`config.mk`:
```
export PLATFORM = sky130hd
export DESIGN_NAME = uart_tx_irqctl
export DESIGN_NICKNAME = d
export VERILOG_FILES = /design/src/rtl/sertx_pkg.sv /design/src/rtl/sertx_ctrl_reg.sv /design/src/rtl/sertx_shifter.sv /design/src/rtl/sertx_irq_merge.sv /design/src/rtl/uart_tx_irqctl.sv
export SDC_FILE = /design/constraint.sdc
export NUM_CORES = 1
export LEC_CHECK = 0
export ABC_AREA = 1
export BUFFER_PORTS_ARGS = -buffer_cell sky130_fd_sc_hd__buf_2
export CAP_MARGIN = 15
export CORE_MARGIN = 2
export CORE_UTILIZATION = 50
export DETAILED_ROUTE_END_ITERATION = 10
export PLACE_DENSITY = 0.73
export RECOVER_POWER = 50
export SLEW_MARGIN = 30
export SYNTH_ARGS = -nofsm -noshare
export SYNTH_HDL_FRONTEND = slang
export SYNTH_SLANG_ARGS = --single-unit
```
`constraint.sdc`:
```
create_clock -name clk -period 3.01 [get_ports clk]
set_input_delay 0.602 -clock clk [delete_from_list [all_inputs] [get_ports clk]]
set_output_delay 0.602 -clock clk [all_outputs]
set_load 0.01 [all_outputs]
```
`src/rtl/sertx_pkg.sv`:
```
// Shared constants and the control register layout for the serial transmitter.
// Assumes an 8-bit register port; bit positions are fixed by software.
package sertx_pkg;

    localparam int CTRL_W = 8;

    // Control register fields, most significant bit first.
    typedef struct packed {
        logic       en_empty;   // bit 7: interrupt on data register empty
        logic       en_done;    // bit 6: interrupt on transmission complete
        logic       en_rx;      // bit 5: interrupt on receive full or overrun
        logic       en_idle;    // bit 4: interrupt on idle line
        logic       tx_en;      // bit 3: transmitter enable
        logic       rx_en;      // bit 2: receiver enable
        logic [1:0] unused;     // bits 1:0: read as zero
    } ctrl_t;

    localparam int N_IRQ_SRC = 4;

endpackage

```
`src/rtl/sertx_ctrl_reg.sv`:
```
// Control register of the serial port.
// Holds the enables and reports a rising edge of the transmitter enable.
// Assumes writes are single-cycle strobes; bits 1:0 are never stored.
module sertx_ctrl_reg
    import sertx_pkg::*;
(
    input  logic              clk,
    input  logic              rst_n,
    input  logic              wr_en,
    input  logic [CTRL_W-1:0] wdata,
    output ctrl_t             ctrl,
    output logic              te_rise
);

    ctrl_t ctrl_q;
    ctrl_t ctrl_new;

    // Mask the reserved bits of an incoming write.
    always_comb begin
        ctrl_new        = ctrl_t'(wdata);
        ctrl_new.unused = 2'b00;
    end

    // A write that turns the transmitter on from off.
    assign te_rise = wr_en && ctrl_new.tx_en && !ctrl_q.tx_en;

    // Register update on a control write.
    always_ff @(posedge clk) begin
        if (!rst_n) begin
            ctrl_q <= '0;
        end else if (wr_en) begin
            ctrl_q <= ctrl_new;
        end
    end

    assign ctrl = ctrl_q;

endmodule

```
`src/rtl/sertx_shifter.sv`:
```
// Transmit engine: data holding register, frame shifter and transmit flags.
// Frames are start(0), DATA_W bits LSB first, stop(1); one bit per tick.
// Assumes te_rise is a one-cycle pulse and bit_tick a one-cycle pulse.
module sertx_shifter #(
    parameter int DATA_W = 8
) (
    input  logic              clk,
    input  logic              rst_n,
    input  logic              bit_tick,
    input  logic              tx_en,
    input  logic              te_rise,
    input  logic              data_wr,
    input  logic [DATA_W-1:0] wdata,
    output logic              txd,
    output logic              empty,
    output logic              done
);

    localparam int FRAME_W = DATA_W + 2;
    localparam int CNT_W   = $clog2(FRAME_W);
    localparam logic [CNT_W-1:0] LAST_IDX = CNT_W'(FRAME_W - 1);

    logic [DATA_W-1:0]  hold_q;
    logic [FRAME_W-1:0] sr_q;
    logic [CNT_W-1:0]   cnt_q;
    logic               busy_q;
    logic               empty_q;
    logic               done_q;
    logic               guard_q;
    logic               pre_q;

    logic last_bit;
    logic have_work;
    logic start;
    logic finish;

    // Decode the frame boundaries and the start condition.
    always_comb begin
        last_bit  = busy_q && (cnt_q == '0);
        have_work = pre_q || !empty_q;
        start     = bit_tick && tx_en && !guard_q && have_work
                    && (!busy_q || last_bit);
        finish    = bit_tick && last_bit;
    end

    // Holding register captures each data write.
    always_ff @(posedge clk) begin
        if (!rst_n) begin
            hold_q <= '0;
        end else if (data_wr) begin
            hold_q <= wdata;
        end
    end

    // Frame shifter and bit counter.
    always_ff @(posedge clk) begin
        if (!rst_n) begin
            sr_q   <= '1;
            cnt_q  <= '0;
            busy_q <= 1'b0;
        end else if (start) begin
            sr_q   <= pre_q ? {FRAME_W{1'b1}} : {1'b1, hold_q, 1'b0};
            cnt_q  <= LAST_IDX;
            busy_q <= 1'b1;
        end else if (finish) begin
            sr_q   <= '1;
            busy_q <= 1'b0;
        end else if (bit_tick && busy_q) begin
            sr_q  <= {1'b1, sr_q[FRAME_W-1:1]};
            cnt_q <= cnt_q - 1'b1;
        end
    end

    // One-bit-time wait after the transmitter is enabled on a quiet line.
    always_ff @(posedge clk) begin
        if (!rst_n) begin
            guard_q <= 1'b0;
        end else if (te_rise && !busy_q) begin
            guard_q <= 1'b1;
        end else if (bit_tick && !busy_q) begin
            guard_q <= 1'b0;
        end
    end

    // Idle preamble request from an enable pulse during a frame.
    always_ff @(posedge clk) begin
        if (!rst_n) begin
            pre_q <= 1'b0;
        end else if (te_rise && busy_q) begin
            pre_q <= 1'b1;
        end else if (start && pre_q) begin
            pre_q <= 1'b0;
        end
    end

    // Data register empty flag.
    always_ff @(posedge clk) begin
        if (!rst_n) begin
            empty_q <= 1'b1;
        end else if (data_wr) begin
            empty_q <= 1'b0;
        end else if (start && !pre_q) begin
            empty_q <= 1'b1;
        end
    end

    // Transmission complete flag.
    always_ff @(posedge clk) begin
        if (!rst_n) begin
            done_q <= 1'b1;
        end else if (data_wr) begin
            done_q <= 1'b0;
        end else if (finish && !start && !have_work) begin
            done_q <= 1'b1;
        end
    end

    assign txd   = sr_q[0];
    assign empty = empty_q;
    assign done  = done_q;

endmodule

```
`src/rtl/sertx_irq_merge.sv`:
```
// Combines event flags with their enables into one level interrupt request.
// Assumes flags and enables are already registered or stable inputs.
module sertx_irq_merge #(
    parameter int N_SRC = 4
) (
    input  logic [N_SRC-1:0] flag,
    input  logic [N_SRC-1:0] enable,
    output logic             irq
);

    logic [N_SRC-1:0] gated;

    // One gate per interrupt source.
    for (genvar i = 0; i < N_SRC; i++) begin : g_src
        assign gated[i] = flag[i] & enable[i];
    end

    // Any enabled source raises the request.
    assign irq = |gated;

endmodule

```
`src/rtl/uart_tx_irqctl.sv`:
```
// Top of the serial transmitter with control register and interrupt logic.
// Register port: reg_sel=0 control, reg_sel=1 data write / status read.
// Assumes bit_tick is a single-cycle pulse from an external rate generator.
module uart_tx_irqctl
    import sertx_pkg::*;
#(
    parameter int DATA_W = 8
) (
    input  logic              clk,
    input  logic              rst_n,
    input  logic              bit_tick,
    input  logic              reg_wr,
    input  logic              reg_sel,
    input  logic [CTRL_W-1:0] reg_wdata,
    output logic [CTRL_W-1:0] reg_rdata,
    input  logic              rx_full_i,
    input  logic              rx_ovr_i,
    input  logic              rx_idle_i,
    output logic              txd_o,
    output logic              txd_oe_o,
    output logic              irq_o,
    output logic              tx_empty_o,
    output logic              tx_done_o
);

    ctrl_t                ctrl_q;
    logic                 te_rise;
    logic                 empty;
    logic                 done;
    logic [N_IRQ_SRC-1:0] irq_flag;
    logic [N_IRQ_SRC-1:0] irq_en;

    sertx_ctrl_reg u_ctrl (
        .clk     (clk),
        .rst_n   (rst_n),
        .wr_en   (reg_wr && !reg_sel),
        .wdata   (reg_wdata),
        .ctrl    (ctrl_q),
        .te_rise (te_rise)
    );

    sertx_shifter #(.DATA_W(DATA_W)) u_shift (
        .clk     (clk),
        .rst_n   (rst_n),
        .bit_tick(bit_tick),
        .tx_en   (ctrl_q.tx_en),
        .te_rise (te_rise),
        .data_wr (reg_wr && reg_sel),
        .wdata   (reg_wdata[DATA_W-1:0]),
        .txd     (txd_o),
        .empty   (empty),
        .done    (done)
    );

    // Pair each event flag with its enable bit.
    always_comb begin
        irq_flag = {empty, done, rx_ovr_i | rx_full_i, rx_idle_i};
        irq_en   = {ctrl_q.en_empty, ctrl_q.en_done, ctrl_q.en_rx, ctrl_q.en_idle};
    end

    sertx_irq_merge #(.N_SRC(N_IRQ_SRC)) u_irq (
        .flag   (irq_flag),
        .enable (irq_en),
        .irq    (irq_o)
    );

    // Read mux: control byte or transmit status.
    always_comb begin
        if (reg_sel) begin
            reg_rdata = {empty, done, {(CTRL_W-2){1'b0}}};
        end else begin
            reg_rdata = ctrl_q;
        end
    end

    assign txd_oe_o   = ctrl_q.tx_en | ctrl_q.rx_en;
    assign tx_empty_o = empty;
    assign tx_done_o  = done;

endmodule

```
; ---- Word-level counts from Yosys, hierarchy flattened
; Index checks and enable logic that the tools add are counted.
[totals]
out_inout_bits = 13
word_cells = 83
inputBits = 16
register_bits = 33
[op_classes]
n_mux = 18
n_addsub = 1
n_reduce_logical = 40
eq_ne = 1
bitwise = 8
[op_table]
columns = operator, n
row1 = $mux 10, 3
row2 = $logic_and 1x1->1, 18
row3 = $mux 4, 3
row4 = $reduce_bool 2->1, 6
row5 = $mux 1, 10
row6 = $mux 9, 1
row7 = $logic_not 1->1, 8
row8 = $mux 8, 1
row9 = $and 1x1->1, 4
row10 = $logic_not 4->1, 1
row11 = $reduce_and 2->1, 2
row12 = $reduce_or 4->1, 1
row13 = $sub 4x1->4 const B, 1
row14 = $reduce_bool 3->1, 1
row15 = $logic_or 1x1->1, 2
row16 = $ne 2x1->1 const B, 1
row17 = $not 1->1, 2
row18 = $or 1x1->1, 2
row19 = $reduce_or 2->1, 1

; ---- Logic depth before layout (Yosys ltp)
; Gate-level depths: netlist of run 1.
[logic_depth]
word_depth = 9
depth_mapped = 10

; ---- By module
; From an unflattened synthesis of run 1, not the netlist that was laid out.
[unflattened]
hier_cells = 267
area_unflattened_um2 = 1759.2
[by_module_without_submodules]
columns = mod, area_each_um2, cells_each, instances, seq_area_each_um2
row1 = sertx_shifter, 1378.8, 202, 1, 520.5
row2 = sertx_ctrl_reg, 231.5, 30, 1, 120.1
row3 = uart_tx_irqctl, 115.1, 26, 1, 0.0
row4 = sertx_irq_merge, 33.8, 9, 1, 0.0

; ---- Least setup slack after synthesis of run 1
; Ideal clock, no wire load.
[synth_timing]
path_kind = input -> output
start = in reg_sel
end = out reg_rdata[6]
required_time_ns = 2.408
path_stages = 2
path_slack_ns = 1.360
t_arrival_ns = 1.048
path_cell_list = buf_2 o21ai_0
[synth_between]
elab_chain_cells = 1
[synth_rtl]
columns = element, line
row1 = from (decl), uart_tx_irqctl.sv:13  ; input logic reg_sel,
row2 = $mux 8, uart_tx_irqctl.sv:69  ; if (reg_sel) begin
row3 = to (decl), uart_tx_irqctl.sv:15  ; output logic [CTRL_W-1:0] reg_rdata,
; No other way between the ends.

; ---- Worst setup path in the final report of run 1
[layout_timing]
start = reg u_shift.cnt_q[0]
end = reg u_shift.sr_q[0]
[layout_between]
elab_chain_cells = 5
[layout_rtl]
columns = element, line
row1 = from (decl), sertx_shifter.sv:25  ; logic [CNT_W-1:0] cnt_q;
row2 = from (signal assigned), sertx_shifter.sv:70  ; cnt_q <= cnt_q - 1'b1;
row3 = $logic_not 4->1 (*), sertx_shifter.sv:39  ; last_bit = busy_q && (cnt_q == '0);
row4 = $logic_and 1x1->1 (*), sertx_shifter.sv:39
row5 = $logic_and 1x1->1 or $logic_or 1x1->1 (tied branches), "sertx_shifter.sv:43, sertx_shifter.sv:42"
row6 = $mux 10 or $logic_and 1x1->1 (tied branches), "sertx_shifter.sv:65, sertx_shifter.sv:42"
row7 = $mux 10 or $reduce_bool 3->1 (tied branches), --
row8 = to (signal assigned), sertx_shifter.sv:62  ; sr_q <= pre_q ? {FRAME_W{1'b1}} : {1'b1, hold_q, 1'b0};
row9 = to (signal assigned), sertx_shifter.sv:69  ; sr_q <= {1'b1, sr_q[FRAME_W-1:1]};
row10 = to (decl), sertx_shifter.sv:24  ; logic [FRAME_W-1:0] sr_q;
; Every way passes the cells marked *; elsewhere a longest branch is shown, timed or not.
; A chain may end at the register's enable or synchronous reset.

==> out/results.txt, run 1 <==
DP Worst Slack = 1.30 ns
Final nets = 266
Setup TNS = 0 ns
DRT antenna net count = 0
Postcts setup bufs = 0
Hold-fix buffers, CTS = 0
R2r worst-path depth = 8
Final WL = 3190 um
CTS Sinks = 32
Worst hold path type = reg -> reg
Max-capacitance violation count = 0
Min Tclk post-route = 2.12 ns
Non-Filler Instances = 294
Clock Latency Late Sink = 0.34 ns
Clock-pin slew on the worst setup and hold paths = 0.11 ns
CP Max Fanout = 22
H-tree depth = 2
Ys Warns = 0
Avg Cell Area, Syn = 7.03 sq um
Clk root buf = clkbuf_4
DRT Pass-1 Iters = 4
Final Hold Viols = 0
Slew Limit Headroom = 0.584
Crit. Startpoint = u_shift.cnt_q[0]$_SDFFE_PN0P_
Commonest non-fill, non-tap cell in the layout = nand2_1
Sequential cell area = 641 sq um
Initial Utilization = 0.523
Io pins = 29
Initial antenna violation count = 0
Max Slew Vio Count = 0
Vias = 1411
WHS Path Cells = 2
Total track usage = 0.196
Seq/Total Area, Yosys = 0.401
Core Box Area = 0.00305 sq mm
Max rail drop VDD = 341 uV
Die Y = 60.5 um
Initial DRC count = 61
Data arrival, critical path = 2.36 ns
FILL cells = 310
RSZ-0062 raised after global routing = no
Core Util, Final = 0.586
WL/cell = 10.9 um
Upper clock frequency limit = 0.472 GHz
Cell area after synthesis = 0.00160 sq mm
Vias/cell = 4.80
Netlist cell types = 31
Commonest cells after routing, fill and taps aside = nand2_1 (58), dfxtp_1 (32), inv_1 (24)
Critical Path Start Type = flip-flop
Setup slack after layout = 0.891 ns
Port Buf Inserts = 26
DRC = 0
Critical path type = reg -> reg
Crit path capture = u_shift.sr_q[0]$_SDFFE_PN1P_
Reg2Reg Setup Slack = 0.89 ns
Final Setup Violations = 0
Reg2reg start = u_shift.cnt_q[0]$_SDFFE_PN0P_
CP required = 3.25 ns
CTS-repair resized insts = 0
First-pass GRT wire length = 5380 um
Reg-to-Reg End = u_shift.sr_q[0]$_SDFFE_PN1P_
#FFs+latches synth = 32
Vias in the first global route = 1239
Dpl cells = 286
Largest net degree at the start of global routing = 29
Ratio of cells with drive above 1 in the final layout = 0.160
Hold_ws = 0.468 ns
Detailed placement HPWL = 2280 um
Antenna Diode Count = 0
Post-Synthesis Cells = 227
Setup Skew = 0.0111 ns
Total congestion overflow = 0
Routability cong. = 0.776
Standard-cell rows = 20
Die Span X = 60.5 um
Multi-input gate area = 774 sq um
CTS tree = yes
Bufs on Longest Clock Path = 2
Area delta synth->final = 12.1%
Die area = 0.00366 sq mm
Period Utilization, post-route = 0.704
Power per cell area = 509 mW/mm^2
CP endpoint kind = flip-flop
LEAKAGE = 0.000864 uW
Num CTS Buffers = 5
Slew @ Worst Pin = 0.622 ns
Status = finished, final reports clean
==> cell type report <==
| cell class | instances | area share |
|---|---|---|
| clock buffers | 7 | 0.0364 |
| clock inverters | 1 | 0.0168 |
| inverters | 26 | 0.0545 |
| multi-input cells | 158 | 0.433 |
| flip-flops and latches | 32 | 0.358 |
| well taps | 44 | 0.0308 |
| repair buffers | 26 | 0.0706 |
==> synthesized netlist by cell type <==
cell	number	area (sq um)
or2_0	1	6.26
o21ai_1	8	40.0
dfxtp_1	32	641
clkbuf_1	2	7.51
nand3b_1	2	15.0
nor2_4	2	22.5
o2111ai_1	1	8.76
nor2_2	1	6.26
nand2_2	1	6.26
a31oi_1	1	6.26
a21oi_1	10	50.1
buf_6	1	11.3
o21ai_0	18	90.1
ha_1	1	12.5
nand2_4	3	33.8
inv_1	24	90.1
nand2_1	56	210
buf_2	4	20.0
xor2_1	1	8.76
inv_2	1	3.75
nand4_1	1	6.26
clkinv_1	1	3.75
buf_4	4	30.0
nor3_1	1	5.00
nor2_1	23	86.3
nor2_8	1	20.0
nand3_1	15	75.1
buf_1	1	3.75
nand3_2	2	20.0
o211ai_1	7	52.6
conb_1	1	3.75
==> report_power, final <==
group          internal, uW  switching [uW]
logic                  32.1            53.3
clock network           221             155
registers               440            9.82
==> worst min path at each step <==
stage                                         from                      endpoint  slack (ns)
global route           u_ctrl.ctrl[5]$_SDFFE_PN0N_   u_ctrl.ctrl[5]$_SDFFE_PN0N_        0.51
detailed placement  u_shift.hold_q[7]$_SDFFE_PN0P_  u_shift.sr_q[8]$_SDFFE_PN1P_        0.45
CTS                   u_shift.guard_q$_SDFFE_PN0P_  u_shift.guard_q$_SDFFE_PN0P_        0.47
floorplan           u_shift.hold_q[7]$_SDFFE_PN0P_  u_shift.sr_q[8]$_SDFFE_PN1P_        0.44
global placement    u_shift.hold_q[7]$_SDFFE_PN0P_  u_shift.sr_q[8]$_SDFFE_PN1P_        0.45
finish                u_shift.guard_q$_SDFFE_PN0P_  u_shift.guard_q$_SDFFE_PN0P_        0.47
==> stage by stage <==
| stage | area (sq um) | total power [uW] |
|---|---|---|
| 2_1_floorplan | 1600 | 519 |
| 6_report | 1790 | 911 |
| 3_3_place_gp | 1710 | 545 |
| 3_5_place_dp | 1710 | 547 |
| 4_1_cts | 1810 | 915 |
| 5_1_grt | 1790 | 944 |
==> state kept, by name, indices dropped and copies added (netlist names) <==
register / flops
u_shift.sr_q: 9
u_shift.hold_q: 8
u_shift.done: 1
u_shift.pre_q: 1
u_shift.busy_q: 1
u_shift.cnt_q: 4
u_ctrl.ctrl: 6
u_shift.empty: 1
u_shift.guard_q: 1
==> logic make-up (layout without fill, tap and decap cells) <==
kind of cell / after synthesis / count (layout) / synth area share
fa+ha+maj: 1 / 1 / 0.00784
flops: 32 / 32 / 0.401
simple gates: 109 / 109 / 0.321
buf+inv: 38 / 60 / 0.107
xor+xnor: 1 / 1 / 0.00549
compound gates: 45 / 45 / 0.155
other cells: 1 / 2 / 0.00235
==> critical path, stage by stage, from the launching register on <==
cell and delay (ns):
dfxtp_1 0.37, inv_1 0.05, ha_1 0.25, nand2_1 0.20
nand2_4 0.11, nand2_1 0.49, nand2_1 0.33, nand3_1 0.17
nand2_1 0.05
==> routing by layer <==
metal / vias to the layer above / global-route usage / wire, um
met1: 604 / 0.254 / 1640
met4: 0 / 0.0652 / 32
met2: 35 / 0.317 / 1360
met3: 4 / 0.0576 / 158
li1: 768 / - / -
met5: - / 0 / 0
Note: power is estimated with default switching activity, not from simulation.
==> inputs of run 2 (changes only) <==
Settings changed: ABC_AREA 1 to 0.
Clock period 3.01 ns to 2.06 ns, I/O delays scaled along.
==> run 2 against run 1 <==
Net effect: cell count decreased by 22%; final area decreased by 5.0%; maximum frequency increased by 19%; sequential cell count unchanged; critical endpoint is now u_shift.sr_q[7]$_SDFFE_PN1P_; non-clock buffer count increased by 1; clock skew increased by 0.00060 ns; clock power increased by 26%; worst hold slack got worse by 0.15 ns; via count decreased by 7.6%; die area decreased by 4.8%.
==> out/results.txt, run 2 <==
Commonest non-fill, non-tap cell in the layout = dfxtp_1 (was nand2_1)
Leading area contributor after synthesis = dfxtp_1 (unchanged)
Detailed placement HPWL = 2210 um (was 2280 um)
Seq/Total Area, Yosys = 0.423 (was 0.401)
Num CTS Buffers = 5 (unchanged)
Antenna Diode Count = 0 (unchanged)
Total congestion overflow = 0 (unchanged)
Status = finished, final reports clean (unchanged)
DRT antenna net count = 0 (unchanged)
Setup TNS = 0 ns (unchanged)
Main flop type after synthesis = dfxtp_1 (unchanged)
CTS-repair resized insts = 0 (unchanged)
CTS Sinks = 32 (unchanged)
WHS Path Cells = 3 (was 2)
Die Y = 59.0 um (was 60.5 um)
Non-Filler Instances = 228 (was 294)
Hold_sp = reg_wdata[1] (was u_shift.guard_q$_SDFFE_PN0P_)
Commonest cells after routing, fill and taps aside = dfxtp_1 (32), nand2_1 (22), buf_2 (21) (was nand2_1 (58), dfxtp_1 (32), inv_1 (24))
Upper clock frequency limit = 0.560 GHz (was 0.472 GHz)
CTS tree = yes (unchanged)
Max-capacitance violation count = 0 (unchanged)
Routability cong. = 0.831 (was 0.776)
DRC = 0 (unchanged)
Design Area, Final = 0.00170 sq mm (was 0.00179 sq mm)
Max Slew Vio Count = 0 (unchanged)
Final Hold Viols = 0 (unchanged)
Ys Warns = 0 (unchanged)
Max rail drop VDD = 460 uV (was 341 uV)
Worst hold path type = in -> reg (was reg -> reg)
Io pins = 29 (unchanged)
Final WL = 3150 um (was 3190 um)
Cell area after synthesis = 0.00151 sq mm (was 0.00160 sq mm)
Synth area leaders = dfxtp_1 (42%), nor2b_1 (5.8%), a21boi_0 (5.5%) (was dfxtp_1 (40%), nand2_1 (13%), o21ai_0 (5.6%))
Ratio of cells with drive above 1 in the final layout = 0.193 (was 0.160)
Initial DRC count = 57 (was 61)
Die Span X = 59.0 um (was 60.5 um)
LEAKAGE = 0.000705 uW (was 0.000864 uW)
Power per cell area = 731 mW/mm^2 (was 509 mW/mm^2)
Clk root buf = clkbuf_4 (unchanged)
CP endpoint kind = flip-flop (unchanged)
Data arrival, critical path = 2.03 ns (was 2.36 ns)
Critical Path Start Type = flip-flop (unchanged)
Setup Skew = 0.0117 ns (was 0.0111 ns)
Clock Latency Late Sink = 0.33 ns (was 0.34 ns)
Synth top area share = 0.423 (was 0.401)
CP required = 2.30 ns (was 3.25 ns)
Biggest register = u_shift.sr_q (unchanged)
Avg Cell Area, Syn = 8.80 sq um (was 7.03 sq um)
R2r worst-path depth = 6 (was 8)
Area delta synth->final = 12.3% (was 12.1%)
CP Max Fanout = 8 (was 22)
Clock-pin slew on the worst setup and hold paths = 0.10 ns (was 0.11 ns)
Asr flop ratio synth = 0 (unchanged)
RSZ-0062 raised after global routing = no (unchanged)
Total track usage = 0.205 (was 0.196)
WL/cell = 13.8 um (was 10.9 um)
Reg2Reg Setup Slack = 0.27 ns (was 0.89 ns)
DP Worst Slack = 0.310 ns (was 1.30 ns)
Hold-fix buffers, CTS = 0 (unchanged)
Vias/cell = 5.72 (was 4.80)
Vias = 1304 (was 1411)
Final Setup Violations = 0 (unchanged)
Min Tclk post-route = 1.79 ns (was 2.12 ns)
Post-Synthesis Cells = 172 (was 227)
Initial antenna violation count = 0 (unchanged)
Period Utilization, post-route = 0.867 (was 0.704)
Max FFs per register = 9 (unchanged)
Initial Utilization = 0.540 (was 0.523)
Hold worst-path end = u_shift.hold_q[1]$_SDFFE_PN0P_ (was u_shift.guard_q$_SDFFE_PN0P_)
Standard-cell rows = 19 (was 20)
Reg2reg start = u_shift.cnt_q[0]$_SDFFE_PN0P_ (unchanged)
Setup slack after layout = 0.274 ns (was 0.891 ns)
Total power = 1240 uW (was 911 uW)
Die area = 0.00348 sq mm (was 0.00366 sq mm)
First-pass GRT wire length = 5460 um (was 5380 um)
Reg-to-Reg End = u_shift.sr_q[7]$_SDFFE_PN1P_ (was u_shift.sr_q[0]$_SDFFE_PN1P_)
Largest net degree at the start of global routing = 32 (was 29)
Port Buf Inserts = 26 (unchanged)
Vias in the first global route = 1229 (was 1239)
Dpl cells = 220 (was 286)
Final nets = 213 (was 266)
Post-synth EDFFs = 0 (unchanged)
H-tree depth = 2 (unchanged)
DRT Pass-1 Iters = 4 (unchanged)
Count leader, synth = dfxtp_1 (was nand2_1)
Critical path type = reg -> reg (unchanged)
Core Box Area = 0.00281 sq mm (was 0.00305 sq mm)
Postcts setup bufs = 0 (unchanged)
Netlist cell types = 39 (was 31)
#FFs+latches synth = 32 (unchanged)
Bufs on Longest Clock Path = 2 (unchanged)
Most instantiated cells after synthesis = dfxtp_1 (32), nand2_1 (22), nor2b_1 (14), nor2_1 (13), o21ai_0 (12) (was nand2_1 (56), dfxtp_1 (32), inv_1 (24), nor2_1 (23), o21ai_0 (18))
Placed Area = 0.00163 sq mm (was 0.00171 sq mm)
-- run 2: cell types whose count changed in the layout (fill, tap and decap cells not counted), moves of 4 or more --
cell      before  now
a21oi_1       10    2
inv_1         24    4
nor2_1        23   13
o21ai_0       18   12
nand2b_1       0    4
o21ai_1        8    0
nor2b_1        0   14
nor3_1         1    7
o211ai_1       7    1
nand2_1       58   22
mux2i_1        0    7
a21boi_0       0   11
nand3_1       15    2
o311ai_1       0    6
-- run 2: stage by stage --
step	util	hold WS, ns
floorplan	-	0.444
global placement	0.581	0.460
detailed placement	0.581	0.460
CTS	0.608	0.306
global route	0.606	0.313
finish	0.606	0.315
-- run 2: final cells by class --
cell class,instances,area [sq um]
fillers,255,1100
multi-input cells,126,798
flip-flops and latches,32,641
repair buffers,27,131
clock buffers,6,41.3
well taps,31,38.8
clock inverters,2,35.0
inverters,4,15.0
-- run 2: how the worst max path moves through the flow --
stage | start | end | slack, ns | depth (start not counted)
after floorplan | u_shift.cnt_q[0]$_SDFFE_PN0P_ | u_shift.sr_q[7]$_SDFFE_PN1P_ | 0.54 | 7
after detailed placement | u_shift.cnt_q[0]$_SDFFE_PN0P_ | u_shift.sr_q[3]$_SDFFE_PN1P_ | 0.31 | 6
final | u_shift.cnt_q[0]$_SDFFE_PN0P_ | u_shift.sr_q[7]$_SDFFE_PN1P_ | 0.27 | 6
after global routing | u_shift.cnt_q[0]$_SDFFE_PN0P_ | u_shift.sr_q[3]$_SDFFE_PN1P_ | 0.13 | 6
after CTS | u_shift.cnt_q[0]$_SDFFE_PN0P_ | u_shift.sr_q[7]$_SDFFE_PN1P_ | 0.31 | 6
after global placement | u_shift.cnt_q[0]$_SDFFE_PN0P_ | u_shift.sr_q[7]$_SDFFE_PN1P_ | 0.40 | 6
-- run 2: worst max-delay path, cell delays in order (launching register included) --
cell and delay, ns:
dfxtp_1 0.35, inv_1 0.06, ha_1 0.17, nor3b_4 0.35, and3_1 0.39, nor3_1 0.11
o311ai_2 0.28
-- run 2: where the power goes --
group | switching [uW] | total [uW] | internal, uW
Sequential | 15.0 | 653 | 638
Clock | 216 | 471 | 254
Combinational | 67.4 | 120 | 52.8
-- run 2: cell families (layout without fill, tap and decap cells) --
family | after synthesis | in the layout | share of synthesized area
compound gates | 42 | 42 | 0.206
other cells | 1 | 2 | 0.00248
xor+xnor | 1 | 1 | 0.00579
mux | 9 | 9 | 0.0612
fa+ha+maj | 1 | 1 | 0.00826
flops | 32 | 32 | 0.423
simple gates | 71 | 71 | 0.241
buf+inv | 15 | 39 | 0.0521
-- run 2: per-layer routing --
metal	GRT usage	vias to the layer above	wire length (um)
li1	-	646	-
met1	0.268	617	1500
met2	0.324	34	1460
met3	0.0459	7	119
met4	0.0877	0	63
met5	0	-	0
